## src/rtl/rcause_pkg.sv

```systemverilog
package rcause_pkg;

    localparam int SRC_N   = 8;   // number of cause sources
    localparam int LO_N    = 4;   // sources mapped to the low bits
    localparam int HI_BASE = 16;  // word bit of the first wake source
    localparam int WORD_W  = 32;
    localparam int ADDR_W  = 12;
    localparam int CODE_W  = 4;

    typedef enum logic [CODE_W-1:0] {
        CAUSE_PIN       = 4'd0,
        CAUSE_WDOG      = 4'd1,
        CAUSE_SOFT      = 4'd2,
        CAUSE_LOCKUP    = 4'd3,
        CAUSE_WAKE_GPIO = 4'd4,
        CAUSE_WAKE_CMP  = 4'd5,
        CAUSE_WAKE_DBG  = 4'd6,
        CAUSE_WAKE_NFC  = 4'd7,
        CAUSE_HARD      = 4'd8
    } cause_e;

    typedef struct packed {
        logic              sel;
        logic              wr;
        logic [ADDR_W-1:0] addr;
        logic [WORD_W-1:0] wdata;
    } bus_req_t;

    // word bit that holds source idx
    function automatic int bit_pos(input int idx);
        return (idx < LO_N) ? idx : (HI_BASE + idx - LO_N);
    endfunction

    function automatic logic [WORD_W-1:0] spread(input logic [SRC_N-1:0] s);
        logic [WORD_W-1:0] w;
        w = '0;
        for (int i = 0; i < SRC_N; i++) w[bit_pos(i)] = s[i];
        return w;
    endfunction

    function automatic logic [SRC_N-1:0] gather(input logic [WORD_W-1:0] w);
        logic [SRC_N-1:0] s;
        for (int i = 0; i < SRC_N; i++) s[i] = w[bit_pos(i)];
        return s;
    endfunction

    function automatic logic [WORD_W-1:0] used_mask();
        return spread({SRC_N{1'b1}});
    endfunction

endpackage

```

## src/rtl/rcause_latch.sv

```systemverilog
module rcause_latch
    import rcause_pkg::*;
(
    input  logic             clk,
    input  logic             por_clr,
    input  logic [SRC_N-1:0] set_i,
    input  logic [SRC_N-1:0] clr_i,
    output logic [SRC_N-1:0] q_o
);

    // one sticky cell per source: power-on clear, then set, then clear
    for (genvar g = 0; g < SRC_N; g++) begin : g_cell
        always_ff @(posedge clk) begin
            if (por_clr)
                q_o[g] <= 1'b0;
            else if (set_i[g])
                q_o[g] <= 1'b1;
            else if (clr_i[g])
                q_o[g] <= 1'b0;
        end
    end

endmodule

```

## src/rtl/rcause_prio.sv

```systemverilog
module rcause_prio
    import rcause_pkg::*;
(
    input  logic [SRC_N-1:0] sticky_i,
    output cause_e           code_o
);

    // scan downward so the lowest-ordered set source wins
    always_comb begin
        code_o = CAUSE_HARD;
        for (int i = SRC_N - 1; i >= 0; i--) begin
            if (sticky_i[i]) code_o = cause_e'(i[CODE_W-1:0]);
        end
    end

endmodule

```

## src/rtl/rcause_bus.sv

```systemverilog
module rcause_bus
    import rcause_pkg::*;
#(
    parameter logic [ADDR_W-1:0] REG_OFFSET = 12'h400
) (
    input  bus_req_t          req_i,
    input  logic [WORD_W-1:0] word_i,
    output logic [SRC_N-1:0]  clr_o,
    output logic [WORD_W-1:0] rdata_o
);

    logic hit;
    assign hit = req_i.sel && (req_i.addr == REG_OFFSET);

    always_comb begin
        clr_o   = '0;
        rdata_o = '0;
        if (hit && req_i.wr)
            clr_o = gather(req_i.wdata);
        if (hit && !req_i.wr)
            rdata_o = word_i & used_mask();
    end

endmodule

```

## src/rtl/rst_cause_keeper.sv

```systemverilog
module rst_cause_keeper
    import rcause_pkg::*;
#(
    parameter logic [ADDR_W-1:0] REG_OFFSET = 12'h400
) (
    input  logic              clk,
    input  logic              por_clr,
    input  logic [SRC_N-1:0]  src_pulse,
    input  logic              bus_sel,
    input  logic              bus_wr,
    input  logic [ADDR_W-1:0] bus_addr,
    input  logic [WORD_W-1:0] bus_wdata,
    output logic [WORD_W-1:0] bus_rdata,
    output logic [CODE_W-1:0] cause_code
);

    bus_req_t          req;
    logic [SRC_N-1:0]  clr_mask;
    logic [SRC_N-1:0]  sticky;
    logic [WORD_W-1:0] cause_word;
    cause_e            code;

    assign req = '{sel: bus_sel, wr: bus_wr, addr: bus_addr, wdata: bus_wdata};

    rcause_bus #(.REG_OFFSET(REG_OFFSET)) bus_i (
        .req_i   (req),
        .word_i  (cause_word),
        .clr_o   (clr_mask),
        .rdata_o (bus_rdata)
    );

    rcause_latch latch_i (
        .clk     (clk),
        .por_clr (por_clr),
        .set_i   (src_pulse),
        .clr_i   (clr_mask),
        .q_o     (sticky)
    );

    rcause_prio prio_i (
        .sticky_i (sticky),
        .code_o   (code)
    );

    assign cause_word = spread(sticky);
    assign cause_code = code;

endmodule

```

## config.mk

```make
export PLATFORM = sky130hd
export DESIGN_NAME = rst_cause_keeper
export DESIGN_NICKNAME = d
export VERILOG_FILES = /design/src/rtl/rcause_pkg.sv /design/src/rtl/rcause_latch.sv /design/src/rtl/rcause_prio.sv /design/src/rtl/rcause_bus.sv /design/src/rtl/rst_cause_keeper.sv
export SDC_FILE = /design/constraint.sdc
export NUM_CORES = 1
export LEC_CHECK = 0
export ABC_AREA = 1
export BUFFER_PORTS_ARGS = -buffer_cell sky130_fd_sc_hd__clkbuf_2
export CORE_MARGIN = 4
export CORE_UTILIZATION = 32
export DETAILED_ROUTE_END_ITERATION = 10
export GPL_ROUTABILITY_DRIVEN = 0
export PLACE_DENSITY_LB_ADDON = 0.3
export RECOVER_POWER = 100
export SKIP_CTS_REPAIR_TIMING = 1
export SYNTH_ARGS = -nofsm -noshare
export SYNTH_HDL_FRONTEND = slang
export SYNTH_SLANG_ARGS = --single-unit
```

## constraint.sdc

```tcl
create_clock -name clk -period 1.2 [get_ports clk]
set_clock_uncertainty 0.15 [all_clocks]
set_input_delay 0 -clock clk [delete_from_list [all_inputs] [get_ports clk]]
set_output_delay 0 -clock clk [all_outputs]
set_load 0.01 [all_outputs]
```

==> flow_results.xml, run 1 <==
<?xml version="1.0" encoding="UTF-8"?>
<metrics>
  <group name="clock_network">
    <metric name="clk_transition_reported_paths" unit="ns">0.05</metric>
    <metric name="clock_latency" unit="ns">0.24</metric>
    <metric name="tritoncts.num_buffers" unit="">3</metric>
    <metric name="clock_path_buffers" unit="">2</metric>
    <metric name="htree_num_levels" unit="">1</metric>
    <metric name="cts_root_buffer" unit="">clkbuf_4</metric>
    <metric name="clock_tree_sinks" unit="">8</metric>
    <metric name="cts_tree" unit="">built</metric>
  </group>
  <group name="setup_path">
    <metric name="worst_path_max_delay_cell" unit="">dfxtp_4</metric>
    <metric name="timing.critical_path.cells" unit="">nor2_4 &gt; nor3_2 &gt; nor3_1 &gt; nor3_1 &gt; buf_2</metric>
    <metric name="cp_data_arrival_time" unit="ns">1.22</metric>
    <metric name="worst-setup-path-type" unit="">flop to primary output</metric>
    <metric name="crit_path_frequent_cell" unit="">nor3_1</metric>
    <metric name="timing.critical_path.slowest_cell_delay" unit="ns">0.37</metric>
    <metric name="crit_path_start_kind" unit="">flop</metric>
    <metric name="critPathCaptureType" unit="">primary output</metric>
    <metric name="crit_path_max_fanout" unit="">3</metric>
    <metric name="cp_data_required_time" unit="ns">1.05</metric>
  </group>
  <group name="cells_and_area">
    <metric name="top_regs" unit="">latch_i.q_o x8</metric>
    <metric name="finish.net_count" unit="">230</metric>
    <metric name="layout.core_utilization" unit="">0.521</metric>
    <metric name="postLayoutCellArea" unit="mm²">0.00114</metric>
    <metric name="largest_register_ff_count" unit="">8</metric>
    <metric name="count_of_antenna_diodes_in_the_layout" unit="">0</metric>
    <metric name="final_layout_size_suffix_gt1_frac" unit="">0.459</metric>
    <metric name="layout.filler_cells" unit="">214</metric>
    <metric name="p_r_area_growth_vs_syn" unit="%">55.4</metric>
    <metric name="register_with_the_highest_flop_count" unit="">latch_i.q_o</metric>
  </group>
  <group name="floorplanning">
    <metric name="core-area" unit="mm²">0.00219</metric>
    <metric name="placement_rows" unit="">17</metric>
    <metric name="die_w" unit="µm">55.9</metric>
    <metric name="die_area" unit="mm²">0.00313</metric>
    <metric name="die_height" unit="µm">55.9</metric>
    <metric name="io_pins" unit="">92</metric>
    <metric name="initial_core_util" unit="">0.335</metric>
  </group>
  <group name="place">
    <metric name="detailed_place.area" unit="µm²">883</metric>
    <metric name="dp_hpwl" unit="µm">1420</metric>
    <metric name="io_buf_count" unit="">43</metric>
  </group>
  <group name="yosys">
    <metric name="synthArstFlopShare" unit="">0</metric>
    <metric name="synth_top_area_frac" unit="">0.245</metric>
    <metric name="yosys_warnings" unit="">0</metric>
    <metric name="synth-main-ff-cell" unit="">dfxtp_1</metric>
    <metric name="list_of_most_frequent_post_synthesis_cells" unit="">buf_4 (24), inv_1 (17), a21oi_1 (10), nand2_1 (10), nand4_1 (9)</metric>
    <metric name="synth_most_common_cell" unit="">buf_4</metric>
    <metric name="combinational_family_with_the_most_area_after_synthesis" unit="">simple AND/OR/NAND/NOR gates</metric>
    <metric name="post_synthesis_share_of_cell_area_spent_on_and_or_nand_and_nor_gates" unit="">0.351</metric>
    <metric name="synth_seq_cells" unit="">8</metric>
    <metric name="synth-compound-area-share" unit="">0.0835</metric>
    <metric name="synth_fa_ha_area_frac" unit="">0</metric>
    <metric name="synth_top_cells_by_area" unit="">buf_4 (25%), dfxtp_1 (22%), inv_1 (8.7%), nand4_1 (7.7%), a21oi_1 (6.8%)</metric>
    <metric name="synth_area_in_xor_xnor" unit="">0</metric>
    <metric name="multiplexer_share_of_the_synthesized_area" unit="">0</metric>
    <metric name="synth_edf_count" unit="">0</metric>
    <metric name="yosysSeqAreaShare" unit="">0.218</metric>
    <metric name="avgSynthCellArea" unit="µm²">6.86</metric>
    <metric name="synth_area" unit="µm²">734</metric>
    <metric name="synth_cell_type_count" unit="">20</metric>
    <metric name="synthCells" unit="">107</metric>
    <metric name="netlist.top_cell.by_area" unit="">buf_4</metric>
  </group>
  <group name="outcome">
    <metric name="violations_in_the_final_reports" unit="">setup timing</metric>
    <metric name="outcome" unit="">complete, but fails checks</metric>
  </group>
  <group name="power_and_ir_drop">
    <metric name="power_frac_clock" unit="">0.260</metric>
    <metric name="power.share.combinational" unit="">0.332</metric>
    <metric name="tot_pwr" unit="W">0.000760</metric>
    <metric name="switching_share_of_total_power" unit="">0.305</metric>
    <metric name="peakVddDrop" unit="mV">0.626</metric>
    <metric name="power.switching" unit="W">0.000232</metric>
    <metric name="power.static_leakage" unit="nW">0.659</metric>
    <metric name="cellPowerDensity" unit="mW/mm²">666</metric>
    <metric name="power_frac_seq" unit="">0.408</metric>
    <metric name="internal_power" unit="W">0.000528</metric>
  </group>
  <group name="timing">
    <metric name="finalCriticalPeriod" unit="ns">1.37</metric>
    <metric name="timing.final.setup_violations" unit="">4</metric>
    <metric name="finalHoldViolations" unit="">0</metric>
    <metric name="final_min_period_over_clock_period" unit="">1.14</metric>
    <metric name="fmax" unit="MHz">728</metric>
    <metric name="setup_repair_after_global_routing_missed_its_margin" unit="">yes</metric>
    <metric name="number_of_max_slew_violations_in_the_final_report" unit="">0</metric>
    <metric name="post-route-worst-setup-slack" unit="ns">-0.174</metric>
  </group>
  <group name="drt">
    <metric name="ant_nets" unit="">0</metric>
    <metric name="drt_iter0_markers" unit="">7</metric>
    <metric name="per_cell_via_count_in_the_routed_design" unit="">4.05</metric>
    <metric name="vias" unit="">809</metric>
    <metric name="routed_wire_length_per_instance" unit="µm">9.63</metric>
    <metric name="finalWirelength" unit="µm">1930</metric>
    <metric name="drc" unit="">0</metric>
    <metric name="drt_pass1_iterations" unit="">4</metric>
  </group>
  <group name="global_routing">
    <metric name="grt_start_max_net_pins" unit="">10</metric>
    <metric name="initial_antenna_violation_count" unit="">0</metric>
    <metric name="track_usage" unit="">0.0947</metric>
    <metric name="wire_length_of_the_first_global_routing_pass" unit="µm">2420</metric>
    <metric name="via_count_of_the_first_global_routing_pass" unit="">616</metric>
    <metric name="grt_overflow_total" unit="">0</metric>
  </group>
  <group name="job">
    <metric name="timing.max_cap.violations" unit="">0</metric>
  </group>
  <group name="worst_hold_path">
    <metric name="path_type_of_the_worst_min_delay_path" unit="">input port to flop</metric>
  </group>
</metrics>
-- logic make-up after synthesis --
group | Yosys count
compound gates | 12
buf+inv | 43
flops | 8
other cells | 1
simple gates | 43
-- power by group through the flow --
| stage | Sequential [W] | Combinational (W) | Clock (W) |
|---|---|---|---|
| final | 0.000310 | 0.000252 | 0.000197 |
| after global routing | 0.000313 | 0.000280 | 0.000220 |
| after CTS | 0.000302 | 0.000187 | 0.000208 |
| after detailed placement | 0.000308 | 0.000186 | 0 |
| after global placement | 0.000307 | 0.000184 | 0 |
| after floorplan | 0.000303 | 0.000175 | 0 |
-- area by class of cell --
type / instances / area (µm²) / share of cell area
clock buffers: 3 / 22.5 / 0.0197
well taps: 28 / 35.0 / 0.0307
flip-flops and latches: 8 / 173 / 0.151
multi-input cells: 79 / 427 / 0.374
repair buffers: 65 / 420 / 0.368
inverters: 17 / 63.8 / 0.0559
-- stage by stage --
step	instances	setup TNS, ns	hold slack (ns)	worst slack, ns
global placement	175	0	0.0720	0.0519
finish	200	-0.389	0.0441	-0.174
detailed placement	175	0	0.0746	0.0734
floorplan	130	0	-0.0160	0.200
CTS	178	-0.594	-0.190	-0.210
global route	200	-1.13	0.0634	-0.243
-- final timing paths --
| kind | slack [ns] | depth (start not counted) | to | start |
|---|---|---|---|---|
| worst max-delay path | -0.17 | 5 | cause_code[1] | latch_i.q_o[6]$_SDFFE_PP0P_ |
| worst min-delay path | 0.04 | 4 | latch_i.q_o[2]$_SDFFE_PP0P_ | bus_wr |
| worst max register to register | 0.42 | 2 | latch_i.q_o[4]$_SDFFE_PP0P_ | latch_i.q_o[4]$_SDFFE_PP0P_ |
| worst min register to register | 0.33 | 2 | latch_i.q_o[2]$_SDFFE_PP0P_ | latch_i.q_o[2]$_SDFFE_PP0P_ |
-- worst max-delay path: cells and delay by family (launching register included) --
| family | cells | cell delay, ns |
|---|---|---|
| flops | 1 | 0.37 |
| simple gates | 4 | 0.45 |
| buf+inv | 1 | 0.16 |
-- placed cells by master, fill, tap and decap left out, types with 3 or more instances in the layout --
cell type / count
clkbuf_2: 39
nand2_1: 10
buf_4: 4
inv_1: 12
a21oi_1: 8
nor2_2: 8
inv_2: 5
clkbuf_4: 3
buf_2: 5
dlygate4sd3_1: 17
conb_1: 24
nand4_1: 9
dfxtp_2: 4
nor2_1: 6
-- metal layers --
layer / vias up / wire length, µm / GRT usage
met5: - / 0 / 0
met1: 350 / 692 / 0.119
met2: 35 / 1060 / 0.152
li1: 424 / - / -
met4: 0 / 0 / 0.0508
met3: 0 / 177 / 0.0186
Note: power is estimated with default switching activity, not from simulation.
==> run 2: changes to the inputs <==
--- a/config.mk
+++ b/config.mk
@@ -8,7 +8,8 @@
 export ABC_AREA = 1
 export BUFFER_PORTS_ARGS = -buffer_cell sky130_fd_sc_hd__clkbuf_2
 export CORE_MARGIN = 4
-export CORE_UTILIZATION = 32
+export CORE_UTILIZATION = 33
+export CTS_BUF_LIST = sky130_fd_sc_hd__clkbuf_2
 export DETAILED_ROUTE_END_ITERATION = 10
 export GPL_ROUTABILITY_DRIVEN = 0
 export PLACE_DENSITY_LB_ADDON = 0.3
==> run 2 against run 1 <==
  * The run ends with hold timing, setup timing left
  * Total power shrank 6.7%
  * Combinational power shrank 4%
  * Global-route usage grew 1.8 points
  * Non-clock buffer count shrank 2
  * Clock power shrank 21%
  * Largest cell class unchanged
  * First-iteration DRC count grew 29%
  * Via count shrank 0.49%
  * Utilization grew 2.0 points
  * Highest routed layer unchanged
  * Critical endpoint is now cause_code[0]
  * Clock-buffer cell count is the same
==> flow_results.xml, run 2 (synthesis results as in run 1) <==
<?xml version="1.0" encoding="UTF-8"?>
<metrics>
  <group name="outcome">
    <metric name="outcome" unit="">complete, but fails checks</metric>
    <metric name="violations_in_the_final_reports" unit="">hold timing, setup timing</metric>
  </group>
  <group name="place">
    <metric name="dp_hpwl" unit="µm">1490</metric>
    <metric name="io_buf_count" unit="">43</metric>
  </group>
  <group name="drt">
    <metric name="top_layer_used" unit="">met3</metric>
    <metric name="per_cell_via_count_in_the_routed_design" unit="">4.09</metric>
    <metric name="drt_pass1_iterations" unit="">4</metric>
    <metric name="ant_nets" unit="">0</metric>
    <metric name="routed_wire_length_per_instance" unit="µm">9.72</metric>
    <metric name="vias" unit="">805</metric>
    <metric name="met1_length" unit="µm">705</metric>
    <metric name="detailroute.wirelength.met3" unit="µm">200</metric>
    <metric name="drt_iter0_markers" unit="">9</metric>
    <metric name="drc" unit="">0</metric>
    <metric name="finalWirelength" unit="µm">1910</metric>
    <metric name="wl_met2" unit="µm">1010</metric>
  </group>
  <group name="job">
    <metric name="timing.max_cap.violations" unit="">0</metric>
  </group>
  <group name="cells_and_area">
    <metric name="final_layout_size_suffix_gt1_frac" unit="">0.447</metric>
    <metric name="register_with_the_highest_flop_count" unit="">latch_i.q_o</metric>
    <metric name="layout.cells.most_common" unit="">clkbuf_2</metric>
    <metric name="final_cell_mix" unit="">clkbuf_2 (43), conb_1 (24), dlygate4sd3_1 (16)</metric>
    <metric name="p_r_area_growth_vs_syn" unit="%">50.3</metric>
    <metric name="largest_register_ff_count" unit="">8</metric>
    <metric name="count_of_antenna_diodes_in_the_layout" unit="">0</metric>
    <metric name="layout.core_utilization" unit="">0.540</metric>
    <metric name="top_regs" unit="">latch_i.q_o x8</metric>
    <metric name="layout.filler_cells" unit="">194</metric>
    <metric name="finish.net_count" unit="">228</metric>
  </group>
  <group name="floorplanning">
    <metric name="initial_core_util" unit="">0.360</metric>
    <metric name="die_w" unit="µm">55.2</metric>
    <metric name="core-area" unit="mm²">0.00204</metric>
    <metric name="placement_rows" unit="">16</metric>
    <metric name="io_pins" unit="">92</metric>
    <metric name="die_height" unit="µm">55.2</metric>
    <metric name="die_area" unit="mm²">0.00304</metric>
  </group>
  <group name="global_routing">
    <metric name="track_usage" unit="">0.112</metric>
    <metric name="grt_start_max_net_pins" unit="">10</metric>
    <metric name="via_count_of_the_first_global_routing_pass" unit="">668</metric>
    <metric name="initial_antenna_violation_count" unit="">0</metric>
    <metric name="grt_overflow_total" unit="">0</metric>
    <metric name="wire_length_of_the_first_global_routing_pass" unit="µm">2480</metric>
  </group>
  <group name="setup_path">
    <metric name="timing.critical_path.slowest_cell_delay" unit="ns">0.36</metric>
    <metric name="cp_data_arrival_time" unit="ns">1.22</metric>
    <metric name="crit_path_start_kind" unit="">flop</metric>
    <metric name="worst_path_max_delay_cell" unit="">dfxtp_4</metric>
    <metric name="crit_path_frequent_cell" unit="">a21oi_1</metric>
    <metric name="cp_data_required_time" unit="ns">1.05</metric>
    <metric name="critPathCaptureType" unit="">primary output</metric>
    <metric name="worst-setup-path-type" unit="">flop to primary output</metric>
    <metric name="timing.critical_path.cells" unit="">inv_2 &gt; a21oi_1 &gt; o21ai_1 &gt; nand2_1 &gt; a21oi_1 &gt; buf_2</metric>
    <metric name="crit_path_max_fanout" unit="">3</metric>
  </group>
  <group name="timing">
    <metric name="fmax" unit="MHz">732</metric>
    <metric name="final_min_period_over_clock_period" unit="">1.14</metric>
    <metric name="finalHoldViolations" unit="">1</metric>
    <metric name="post-route-worst-setup-slack" unit="ns">-0.165</metric>
    <metric name="setup_repair_after_global_routing_missed_its_margin" unit="">yes</metric>
    <metric name="finalCriticalPeriod" unit="ns">1.37</metric>
    <metric name="number_of_max_slew_violations_in_the_final_report" unit="">0</metric>
    <metric name="timing.final.setup_violations" unit="">4</metric>
    <metric name="holdWs" unit="ns">-0.0393</metric>
    <metric name="setup_total_negative_slack" unit="ns">-0.289</metric>
  </group>
  <group name="clock_network">
    <metric name="clock_tree_sinks" unit="">8</metric>
    <metric name="cts_root_buffer" unit="">clkbuf_2</metric>
    <metric name="tritoncts.num_buffers" unit="">3</metric>
    <metric name="clock_path_buffers" unit="">2</metric>
    <metric name="clk_transition_reported_paths" unit="ns">0.08</metric>
    <metric name="clock_latency" unit="ns">0.23</metric>
    <metric name="htree_num_levels" unit="">1</metric>
    <metric name="cts_tree" unit="">built</metric>
  </group>
  <group name="power_and_ir_drop">
    <metric name="cellPowerDensity" unit="mW/mm²">642</metric>
    <metric name="tot_pwr" unit="W">0.000708</metric>
    <metric name="peakVddDrop" unit="mV">0.479</metric>
    <metric name="power.static_leakage" unit="nW">0.645</metric>
  </group>
  <group name="worst_hold_path">
    <metric name="path_type_of_the_worst_min_delay_path" unit="">input port to flop</metric>
  </group>
</metrics>
[run 2: power breakdown]
group | switching [W] | internal (W) | leakage, nW
Clock | 0.0000873 | 0.0000682 | 0.0125
Combinational | 0.000122 | 0.000121 | 0.563
Sequential | 0.0000230 | 0.000287 | 0.0690
[run 2: worst paths after layout]
path	start	end	slack, ns	cells past startpoint
worst max register to register	latch_i.q_o[4]$_SDFFE_PP0P_	latch_i.q_o[4]$_SDFFE_PP0P_	0.41	2
worst max-delay path	latch_i.q_o[6]$_SDFFE_PP0P_	cause_code[0]	-0.17	6
worst min register to register	latch_i.q_o[3]$_SDFFE_PP0P_	latch_i.q_o[3]$_SDFFE_PP0P_	0.34	2
worst min-delay path	bus_wdata[1]	latch_i.q_o[1]$_SDFFE_PP0P_	-0.04	4
[run 2: layout make-up]
class                      instances  area [µm²]  area share
multi-input combinational         79         414       0.375
timing repair buffer              63         403       0.365
sequential                         8         174       0.158
inverter                          17        63.8      0.0578
tap                               27        33.8      0.0306
clock buffer                       3        15.0      0.0136
[run 2: metrics by stage]
stage	setup slack (ns)	area (µm²)	cells	hold WS, ns
floorplan	0.200	821	130	-0.0160
global placement	0.0955	882	174	0.0731
detailed placement	0.0731	882	174	0.0792
CTS	-0.167	897	177	-0.185
global route	-0.220	1100	197	0.0106
finish	-0.165	1100	197	-0.0393
[run 2: routing by layer]
| metal | up-vias | global-route usage |
|---|---|---|
| met4 | 0 | 0.0486 |
| met5 | - | 0 |
| met2 | 44 | 0.195 |
| li1 | 418 | - |
| met3 | 0 | 0.0295 |
| met1 | 343 | 0.129 |
[run 2: critical path, delay by kind of cell (launching register included)]
| kind | cells | cell delay, ns |
|---|---|---|
| compound gates | 3 | 0.34 |
| buf+inv | 2 | 0.22 |
| flops | 1 | 0.36 |
| simple gates | 1 | 0.07 |
==> run 3: changes to the inputs <==
--- a/config.mk
+++ b/config.mk
@@ -12,6 +12,7 @@
 export CTS_BUF_LIST = sky130_fd_sc_hd__clkbuf_2
 export DETAILED_ROUTE_END_ITERATION = 10
 export GPL_ROUTABILITY_DRIVEN = 0
+export HOLD_SLACK_MARGIN = 0.05
 export PLACE_DENSITY_LB_ADDON = 0.3
 export RECOVER_POWER = 100
 export SKIP_CTS_REPAIR_TIMING = 1
==> run 3 against run 2 <==
  * Cell count rose by 0.51%
  * Hold slack improved by 0.10 ns
  * Largest cell class unchanged
  * Worst setup slack got worse by 0.0068 ns
  * The flow finishes with violations (setup timing)
  * Sequential share of layout area fell by 0.14 points
==> flow_results.xml, run 3 (synthesis results as in run 1) <==
<?xml version="1.0" encoding="UTF-8"?>
<metrics>
  <group name="outcome">
    <metric name="outcome" unit="">complete, but fails checks</metric>
    <metric name="violations_in_the_final_reports" unit="">setup timing</metric>
  </group>
  <group name="setup_path">
    <metric name="worst_path_max_delay_cell" unit="">dfxtp_4</metric>
    <metric name="worst-setup-path-type" unit="">flop to primary output</metric>
    <metric name="critPathCaptureType" unit="">primary output</metric>
    <metric name="timing.critical_path.cells" unit="">inv_2 &gt; a21oi_1 &gt; o21ai_1 &gt; nand2_1 &gt; a21oi_1 &gt; buf_2</metric>
    <metric name="crit_path_frequent_cell" unit="">a21oi_1</metric>
    <metric name="crit_path_start_kind" unit="">flop</metric>
    <metric name="crit_path_max_fanout" unit="">3</metric>
    <metric name="cp_data_required_time" unit="ns">1.05</metric>
    <metric name="timing.critical_path.slowest_cell_delay" unit="ns">0.36</metric>
    <metric name="cp_data_arrival_time" unit="ns">1.22</metric>
  </group>
  <group name="global_routing">
    <metric name="grt_start_max_net_pins" unit="">10</metric>
    <metric name="wire_length_of_the_first_global_routing_pass" unit="µm">2480</metric>
    <metric name="grt_overflow_total" unit="">0</metric>
    <metric name="m1_gr_usage" unit="">0.129</metric>
    <metric name="grt.met2_usage" unit="">0.195</metric>
    <metric name="grt-busiest-layer" unit="">met2</metric>
    <metric name="met3_usage" unit="">0.0295</metric>
    <metric name="via_count_of_the_first_global_routing_pass" unit="">668</metric>
    <metric name="initial_antenna_violation_count" unit="">0</metric>
    <metric name="track_usage" unit="">0.112</metric>
  </group>
  <group name="cells_and_area">
    <metric name="count_of_antenna_diodes_in_the_layout" unit="">0</metric>
    <metric name="final_layout_size_suffix_gt1_frac" unit="">0.444</metric>
    <metric name="finish.net_count" unit="">229</metric>
    <metric name="layout.filler_cells" unit="">195</metric>
    <metric name="finish.cell_count_without_fillers" unit="">198</metric>
    <metric name="regArea" unit="µm²">174</metric>
    <metric name="register_with_the_highest_flop_count" unit="">latch_i.q_o</metric>
    <metric name="layout.core_utilization" unit="">0.545</metric>
    <metric name="top_regs" unit="">latch_i.q_o x8</metric>
    <metric name="multi_input_area" unit="µm²">414</metric>
    <metric name="p_r_area_growth_vs_syn" unit="%">51.6</metric>
    <metric name="final_cell_mix" unit="">clkbuf_2 (43), conb_1 (24), dlygate4sd3_1 (17)</metric>
    <metric name="layout.cells.most_common" unit="">clkbuf_2</metric>
    <metric name="largest_register_ff_count" unit="">8</metric>
  </group>
  <group name="clock_network">
    <metric name="tritoncts.num_buffers" unit="">3</metric>
    <metric name="clock_tree_sinks" unit="">8</metric>
    <metric name="clk_transition_reported_paths" unit="ns">0.08</metric>
    <metric name="cts_tree" unit="">built</metric>
    <metric name="htree_num_levels" unit="">1</metric>
    <metric name="cts_root_buffer" unit="">clkbuf_2</metric>
    <metric name="clock_latency" unit="ns">0.23</metric>
    <metric name="clock_path_buffers" unit="">2</metric>
  </group>
  <group name="floorplanning">
    <metric name="io_pins" unit="">92</metric>
    <metric name="initial_core_util" unit="">0.360</metric>
    <metric name="die_w" unit="µm">55.2</metric>
    <metric name="core-area" unit="mm²">0.00204</metric>
    <metric name="die_height" unit="µm">55.2</metric>
    <metric name="placement_rows" unit="">16</metric>
    <metric name="die_area" unit="mm²">0.00304</metric>
  </group>
  <group name="drt">
    <metric name="finalWirelength" unit="µm">1950</metric>
    <metric name="drt_pass1_iterations" unit="">4</metric>
    <metric name="drt_iter0_markers" unit="">8</metric>
    <metric name="routed_wire_length_per_instance" unit="µm">9.85</metric>
    <metric name="drc" unit="">0</metric>
    <metric name="per_cell_via_count_in_the_routed_design" unit="">4.16</metric>
    <metric name="ant_nets" unit="">0</metric>
    <metric name="vias" unit="">824</metric>
  </group>
  <group name="power_and_ir_drop">
    <metric name="tot_pwr" unit="W">0.000714</metric>
    <metric name="power.static_leakage" unit="nW">0.649</metric>
    <metric name="cellPowerDensity" unit="mW/mm²">641</metric>
    <metric name="peakVddDrop" unit="mV">0.483</metric>
  </group>
  <group name="timing">
    <metric name="setup_repair_after_global_routing_missed_its_margin" unit="">yes</metric>
    <metric name="final_min_period_over_clock_period" unit="">1.14</metric>
    <metric name="number_of_max_slew_violations_in_the_final_report" unit="">0</metric>
    <metric name="finalHoldViolations" unit="">0</metric>
    <metric name="fmax" unit="MHz">729</metric>
    <metric name="finalCriticalPeriod" unit="ns">1.37</metric>
    <metric name="post-route-worst-setup-slack" unit="ns">-0.172</metric>
    <metric name="setup_total_negative_slack" unit="ns">-0.310</metric>
    <metric name="timing.final.setup_violations" unit="">4</metric>
  </group>
  <group name="job">
    <metric name="timing.max_cap.violations" unit="">0</metric>
  </group>
  <group name="worst_hold_path">
    <metric name="path_type_of_the_worst_min_delay_path" unit="">input port to flop</metric>
  </group>
  <group name="place">
    <metric name="dpl_worst_slack" unit="ns">0.0731</metric>
    <metric name="io_buf_count" unit="">43</metric>
    <metric name="placed_cells" unit="">174</metric>
    <metric name="dp_hpwl" unit="µm">1490</metric>
  </group>
</metrics>
==> run 3: cell types whose count changed in the layout (fill, tap and decap cells not counted) <==
cell           delta
dlygate4sd3_1     +1
==> run 3: layout make-up <==
cell class              count  share of cell area
well taps                  27              0.0303
multi-input cells          79               0.372
flip-flops and latches      8               0.156
inverters                  17              0.0573
clock buffers               3              0.0135
repair buffers             64               0.371
==> run 3: metal layers <==
layer | vias to the layer above | wire length [µm]
li1 | 421 | -
met1 | 356 | 695
met2 | 44 | 1050
met3 | 3 | 190
met4 | 0 | 16
met5 | - | 0
==> run 3: metrics by stage <==
stage | area (µm²) | hold slack (ns)
after floorplan | 821 | -0.0160
after detailed placement | 882 | 0.0792
after global placement | 882 | 0.0731
final | 1110 | 0.0628
after CTS | 897 | -0.185
after global routing | 1110 | 0.0972
==> run 3: worst paths after layout <==
| kind | startpoint | endpoint | slack (ns) | depth (start not counted) |
|---|---|---|---|---|
| setup / recovery | latch_i.q_o[6]$_SDFFE_PP0P_ | cause_code[0] | -0.17 | 6 |
| hold / removal | bus_wr | latch_i.q_o[3]$_SDFFE_PP0P_ | 0.06 | 4 |
| setup reg to reg | latch_i.q_o[4]$_SDFFE_PP0P_ | latch_i.q_o[4]$_SDFFE_PP0P_ | 0.41 | 2 |
| hold reg to reg | latch_i.q_o[1]$_SDFFE_PP0P_ | latch_i.q_o[1]$_SDFFE_PP0P_ | 0.34 | 2 |
==> run 3: report_power, final <==
part / leakage [nW] / internal [W] / switching, W / total (W)
sequential: 0.0690 / 0.000287 / 0.0000230 / 0.000310
combinational: 0.568 / 0.000123 / 0.000124 / 0.000247
clock: 0.0125 / 0.0000681 / 0.0000891 / 0.000157
==> run 3: worst max-delay path, delay by kind of cell (launching register included) <==
kind | cells | cell delay (ns)
AOI/OAI and AO/OA | 3 | 0.34
and+or+nand+nor | 1 | 0.07
buffers and inverters | 2 | 0.22
DFF | 1 | 0.36
